`src/rtl/ephh_pkg.sv`:
```
package ephh_pkg;
  typedef logic [2:0] cls_t;

  localparam cls_t CLS_OK      = 3'd0;
  localparam cls_t CLS_DATABUF = 3'd1;
  localparam cls_t CLS_PARAM   = 3'd2;
  localparam cls_t CLS_DESC    = 3'd3;
  localparam cls_t CLS_VENDOR  = 3'd4;
  localparam cls_t CLS_UNDEF   = 3'd7;

  // any class other than success stalls the endpoint
  function automatic logic cls_is_fail(cls_t c);
    return c != CLS_OK;
  endfunction

  // unassigned encodings collapse to the undefined class
  function automatic cls_t cls_report(cls_t c);
    case (c)
      CLS_OK, CLS_DATABUF, CLS_PARAM, CLS_DESC, CLS_VENDOR, CLS_UNDEF: return c;
      default: return CLS_UNDEF;
    endcase
  endfunction
endpackage

```
`src/rtl/ephh_classify.sv`:
```
module ephh_classify
  import ephh_pkg::*;
(
  input  cls_t raw_class,
  output logic fail_hit,
  output cls_t rep_class
);
  always_comb begin
    fail_hit  = cls_is_fail(raw_class);
    rep_class = cls_report(raw_class);
  end
endmodule

```
`src/rtl/ephh_ring_ptr.sv`:
```
module ephh_ring_ptr #(
  parameter int DEPTH = 8,
  localparam int IDXW = (DEPTH < 2) ? 1 : $clog2(DEPTH)
) (
  input  logic            clk,
  input  logic            rst_n,
  input  logic            adv,
  output logic [IDXW-1:0] idx
);
  localparam logic [IDXW-1:0] LAST = IDXW'(DEPTH - 1);

  function automatic logic [IDXW-1:0] slot_after(logic [IDXW-1:0] cur);
    return (cur == LAST) ? '0 : cur + 1'b1;
  endfunction

  always_ff @(posedge clk) begin
    if (!rst_n)   idx <= '0;
    else if (adv) idx <= slot_after(idx);
  end

  AST_IDX_IN_RANGE: assert property (@(posedge clk) disable iff (!rst_n)
    idx <= LAST);
  AST_IDX_WRAP: assert property (@(posedge clk) disable iff (!rst_n)
    (adv && idx == LAST) |=> idx == '0);
  AST_IDX_HOLD: assert property (@(posedge clk) disable iff (!rst_n)
    !adv |=> $stable(idx));
endmodule

```
`src/rtl/ephh_halt_ctl.sv`:
```
module ephh_halt_ctl
  import ephh_pkg::*;
(
  input  logic clk,
  input  logic rst_n,
  input  logic cpl_valid,
  input  logic fail_hit,
  input  cls_t rep_class,
  input  logic clr_halt,
  output logic halted,
  output logic evt_valid,
  output cls_t evt_code,
  output logic ring_adv
);
  logic take_cpl;
  logic take_clr;

  assign take_cpl = cpl_valid && !halted;
  assign take_clr = clr_halt && halted;
  assign ring_adv = (take_cpl && !fail_hit) || take_clr;

  always_ff @(posedge clk) begin
    if (!rst_n) begin
      halted    <= 1'b0;
      evt_valid <= 1'b0;
      evt_code  <= CLS_OK;
    end else begin
      evt_valid <= 1'b0;
      if (take_clr) begin
        halted   <= 1'b0;
        evt_code <= CLS_OK;
      end else if (take_cpl) begin
        evt_valid <= 1'b1;
        evt_code  <= fail_hit ? rep_class : CLS_OK;
        if (fail_hit) halted <= 1'b1;
      end
    end
  end

  AST_HALT_HAS_EVENT: assert property (@(posedge clk) disable iff (!rst_n)
    $rose(halted) |-> (evt_valid && evt_code != CLS_OK));
  AST_HALTED_SILENT: assert property (@(posedge clk) disable iff (!rst_n)
    (halted && $past(halted)) |-> !evt_valid);
  AST_LEAVE_ON_CLEAR: assert property (@(posedge clk) disable iff (!rst_n)
    $fell(halted) |-> ($past(clr_halt) && !evt_valid));
  AST_NO_ODD_CODE: assert property (@(posedge clk) disable iff (!rst_n)
    evt_valid |-> (evt_code != 3'd5 && evt_code != 3'd6));
endmodule

```
`src/rtl/bulk_ep_halt.sv`:
```
module bulk_ep_halt
  import ephh_pkg::*;
#(
  parameter int RING_DEPTH = 8,
  localparam int IDXW = (RING_DEPTH < 2) ? 1 : $clog2(RING_DEPTH)
) (
  input  logic            clk,
  input  logic            rst_n,
  input  logic            cpl_valid,
  input  logic [2:0]      cpl_class,
  input  logic            clr_halt,
  output logic            halted,
  output logic            evt_valid,
  output logic [2:0]      evt_code,
  output logic [IDXW-1:0] deq_idx
);
  logic fail_hit;
  cls_t rep_class;
  logic ring_adv;

  ephh_classify u_cls (
    .raw_class (cpl_class),
    .fail_hit  (fail_hit),
    .rep_class (rep_class)
  );

  ephh_halt_ctl u_ctl (
    .clk       (clk),
    .rst_n     (rst_n),
    .cpl_valid (cpl_valid),
    .fail_hit  (fail_hit),
    .rep_class (rep_class),
    .clr_halt  (clr_halt),
    .halted    (halted),
    .evt_valid (evt_valid),
    .evt_code  (evt_code),
    .ring_adv  (ring_adv)
  );

  ephh_ring_ptr #(.DEPTH(RING_DEPTH)) u_ptr (
    .clk   (clk),
    .rst_n (rst_n),
    .adv   (ring_adv),
    .idx   (deq_idx)
  );

  AST_FAIL_KEEPS_IDX: assert property (@(posedge clk) disable iff (!rst_n)
    (cpl_valid && !halted && cpl_class != 3'd0) |=> $stable(deq_idx));
  AST_CLEAR_MOVES_IDX: assert property (@(posedge clk) disable iff (!rst_n)
    (clr_halt && halted && RING_DEPTH > 1) |=> deq_idx != $past(deq_idx));
endmodule

```
`config.mk`:
```
export PLATFORM = sky130hd
export DESIGN_NAME = bulk_ep_halt
export DESIGN_NICKNAME = d
export VERILOG_FILES = /design/src/rtl/ephh_pkg.sv /design/src/rtl/ephh_classify.sv /design/src/rtl/ephh_ring_ptr.sv /design/src/rtl/ephh_halt_ctl.sv /design/src/rtl/bulk_ep_halt.sv
export SDC_FILE = /design/constraint.sdc
export NUM_CORES = 1
export LEC_CHECK = 0
export CORE_AREA = 4 4 41 43
export CTS_BUF_LIST = sky130_fd_sc_hd__clkbuf_16
export CTS_CLUSTER_DIAMETER = 30
export CTS_CLUSTER_SIZE = 28
export DETAILED_ROUTE_END_ITERATION = 6
export DIE_AREA = 0 0 45 47
export GPL_ROUTABILITY_DRIVEN = 0
export GPL_TIMING_DRIVEN = 1
export PLACE_DENSITY = 0.57
export SLEW_MARGIN = 25
export SYNTH_ARGS = -nofsm -noshare
export SYNTH_HDL_FRONTEND = slang
export SYNTH_SLANG_ARGS = --single-unit
```
`constraint.sdc`:
```
create_clock -name clk -period 1.25 [get_ports clk]
set_input_delay 0.125 -clock clk [delete_from_list [all_inputs] [get_ports clk]]
set_output_delay 0.125 -clock clk [all_outputs]
set_load 0.05 [all_outputs]
```
==> impl_metrics.json <==
{
  "yosysMostFrequentCell": "dfxtp_1",
  "ir_drop_mv": 0.962,
  "critPathKind": "register to register",
  "endpoint_kind": "register",
  "via_per_inst": 4.34,
  "final_cells": 74,
  "wl_per_cell_um": 10.8,
  "fmax_mhz": 826,
  "io_buffers": 14,
  "yosys.area.top_type": "dfxtp_1",
  "synth_area_leaders": "dfxtp_1 44%, mux2i_1 11%, ha_1 6.9%",
  "dr.first_iter.drc_count": 6,
  "synth_flop_cell": "dfxtp_1",
  "finalSetupViolCount": 0,
  "diodes": 0,
  "power_density_nw_per_um2": 1430,
  "cts_setup_buffers": 0,
  "finalClockSkew_ps": 5.49,
  "clock_latency_ps": 230,
  "drtPass1Iterations": 2,
  "final_antenna_net_count": 0,
  "clk_path_buf_depth": 2,
  "syn_to_final_growth_pct": 103,
  "leakage_nw": 0.321,
  "hold_path_class": "register to register",
  "arrival_ps": 1370,
  "cp.required_ps": 1400,
  "yosysSeqAreaShare_pct": 44.1,
  "yosysTopAreaCellShare_pct": 44.1,
  "relSlewSlack_pct": 84.1,
  "yosysWarnings": 0,
  "dp_hpwl_um": 622,
  "period_needed_ps": 1210,
  "fp.coreArea_sq_um": 1300,
  "numCtsBuffers": 3,
  "drt-total-wl_um": 798,
  "syn_area_sq_um": 363,
  "dp.cells": 70,
  "total_power_mw": 1.05,
  "min_from": "u_ptr.idx[2]",
  "cts_tree": "done",
  "fp-row-count": 13,
  "io-pin-count": 15,
  "r2r-start": "u_ptr.idx[0]",
  "final-max-slew-violation-count": 0,
  "maxCapViolCount": 0,
  "setup_tns_ps": 0,
  "crit_fanout": 4,
  "drc_errors": 0,
  "period_share_pct": 96.8,
  "pre_cts_slack_ps": -66.7,
  "start_kind": "register",
  "initial_core_util_pct": 27.9,
  "overflow": 0,
  "grt_max_degree": 8,
  "vias": 321,
  "syn_nets": 46,
  "die_width_um": 45,
  "rsz0062_at_grt": "false",
  "synth_edf_count": 0,
  "drive_gt1_share_pct": 42.4,
  "cts_root_buf": "clkbuf_16",
  "synthTopCellsByCount": "8 x dfxtp_1, 6 x nand2_1, 4 x mux2i_1, 4 x nor2_1, 3 x a21oi_1",
  "grt_pass1_wl_mm": 1.29,
  "final_hold_viol_count": 0,
  "synthArstFlopShare_pct": 0,
  "htreeDepth": 1,
  "timing.final.ws_setup_ps": 39.6,
  "worstMarginPinSlew_ps": 237,
  "die_h_um": 47,
  "syn_inst": 37,
  "grt_use_total_pct": 8.62,
  "outcome": "complete, no violations",
  "first_global_vias": 306,
  "die_area_sq_um": 2120,
  "synth-seq-cells": 8,
  "synth_cell_types": 15,
  "cp-startpoint": "u_ptr.idx[0]",
  "cts.clk_slew.worst_paths_ps": 40,
  "syn_avg_cell_area_sq_um": 9.81,
  "nNetsFinal": 69,
  "antenna_found_initial": 0,
  "clkSinkCount": 8
}
==> registers in the layout (all words and copies together) (netlist names) <==
name	count
u_ctl.evt_code	3
u_ptr.idx	3
u_ctl.evt_valid	1
u_ctl.halted	1
==> stage by stage <==
stage          hold WS [ps]  utilization [%]  cell area, sq um
2_1_floorplan           261                -               385
3_3_place_gp            484             50.5               657
3_5_place_dp            483             50.5               657
4_1_cts                 489             56.5               736
5_1_grt                 503             56.7               738
6_report                489             56.7               738
==> worst paths after layout <==
kind,to,slack (ps),depth (start not counted)
worst max-delay path,u_ptr.idx[0],40,4
worst min-delay path,u_ptr.idx[2],490,2
worst max register to register,u_ptr.idx[0],40,4
worst min register to register,u_ptr.idx[2],490,2
==> layer usage <==
layer / share of wire (%) / vias to the layer above / global-route usage (%)
met5: 0 / - / 0
met4: 0 / 0 / 5.26
met3: 4.1 / 0 / 2.30
met2: 47 / 6 / 12.1
met1: 48 / 142 / 11.6
li1: - / 173 / -
==> critical path: stages, from the launching register on <==
cell and delay (ps):
dfxtp_4 360, ha_4 160, ha_2 160, or3b_1 340
mux2i_1 120
==> cell usage in the layout (no fill, tap or decap), drive strengths merged <==
cell	n
a21oi	3
or3	1
dfxtp	8
nor2b	1
clkbuf	3
nor2	4
mux2i	4
or3b	1
nor3	1
a21boi	1
nand3b	1
buf	13
clkdlybuf4s50	6
a211oi	2
inv	1
nand2	6
and2	1
ha	2
==> final cells by class <==
class                           instances  area [sq um]
Fill cell                             118           563
Sequential cell                         8           170
Timing Repair Buffer                   19           258
Clock inverter                          1          3.75
Tap cell                               15          18.8
Clock buffer                            3          75.1
Multi-Input combinational cell         28           213
==> cells by family (layout without fill, tap and decap cells) <==
kind of cell | Yosys count | in the layout | share of synthesized area [%]
flip-flops | 8 | 8 | 44.1
AND/OR/NAND/NOR | 16 | 16 | 23.1
adder cells (fa/ha/maj) | 2 | 2 | 6.90
AO/OA/AOI/OAI | 6 | 6 | 13.4
buffers and inverters | 1 | 23 | 1.38
multiplexers | 4 | 4 | 11.0
==> timing repair <==
action	CTS	global route
endpoints found under the setup margin	0	1
hold buffers	0	0
resized for setup	0	1
==> power breakdown <==
part | switching [mW] | internal [mW]
combinational | 0.102 | 0.114
clock | 0.127 | 0.417
sequential | 0.0213 | 0.273
total | 0.249 | 0.803
No activity file was read; power rests on OpenSTA's default activity.
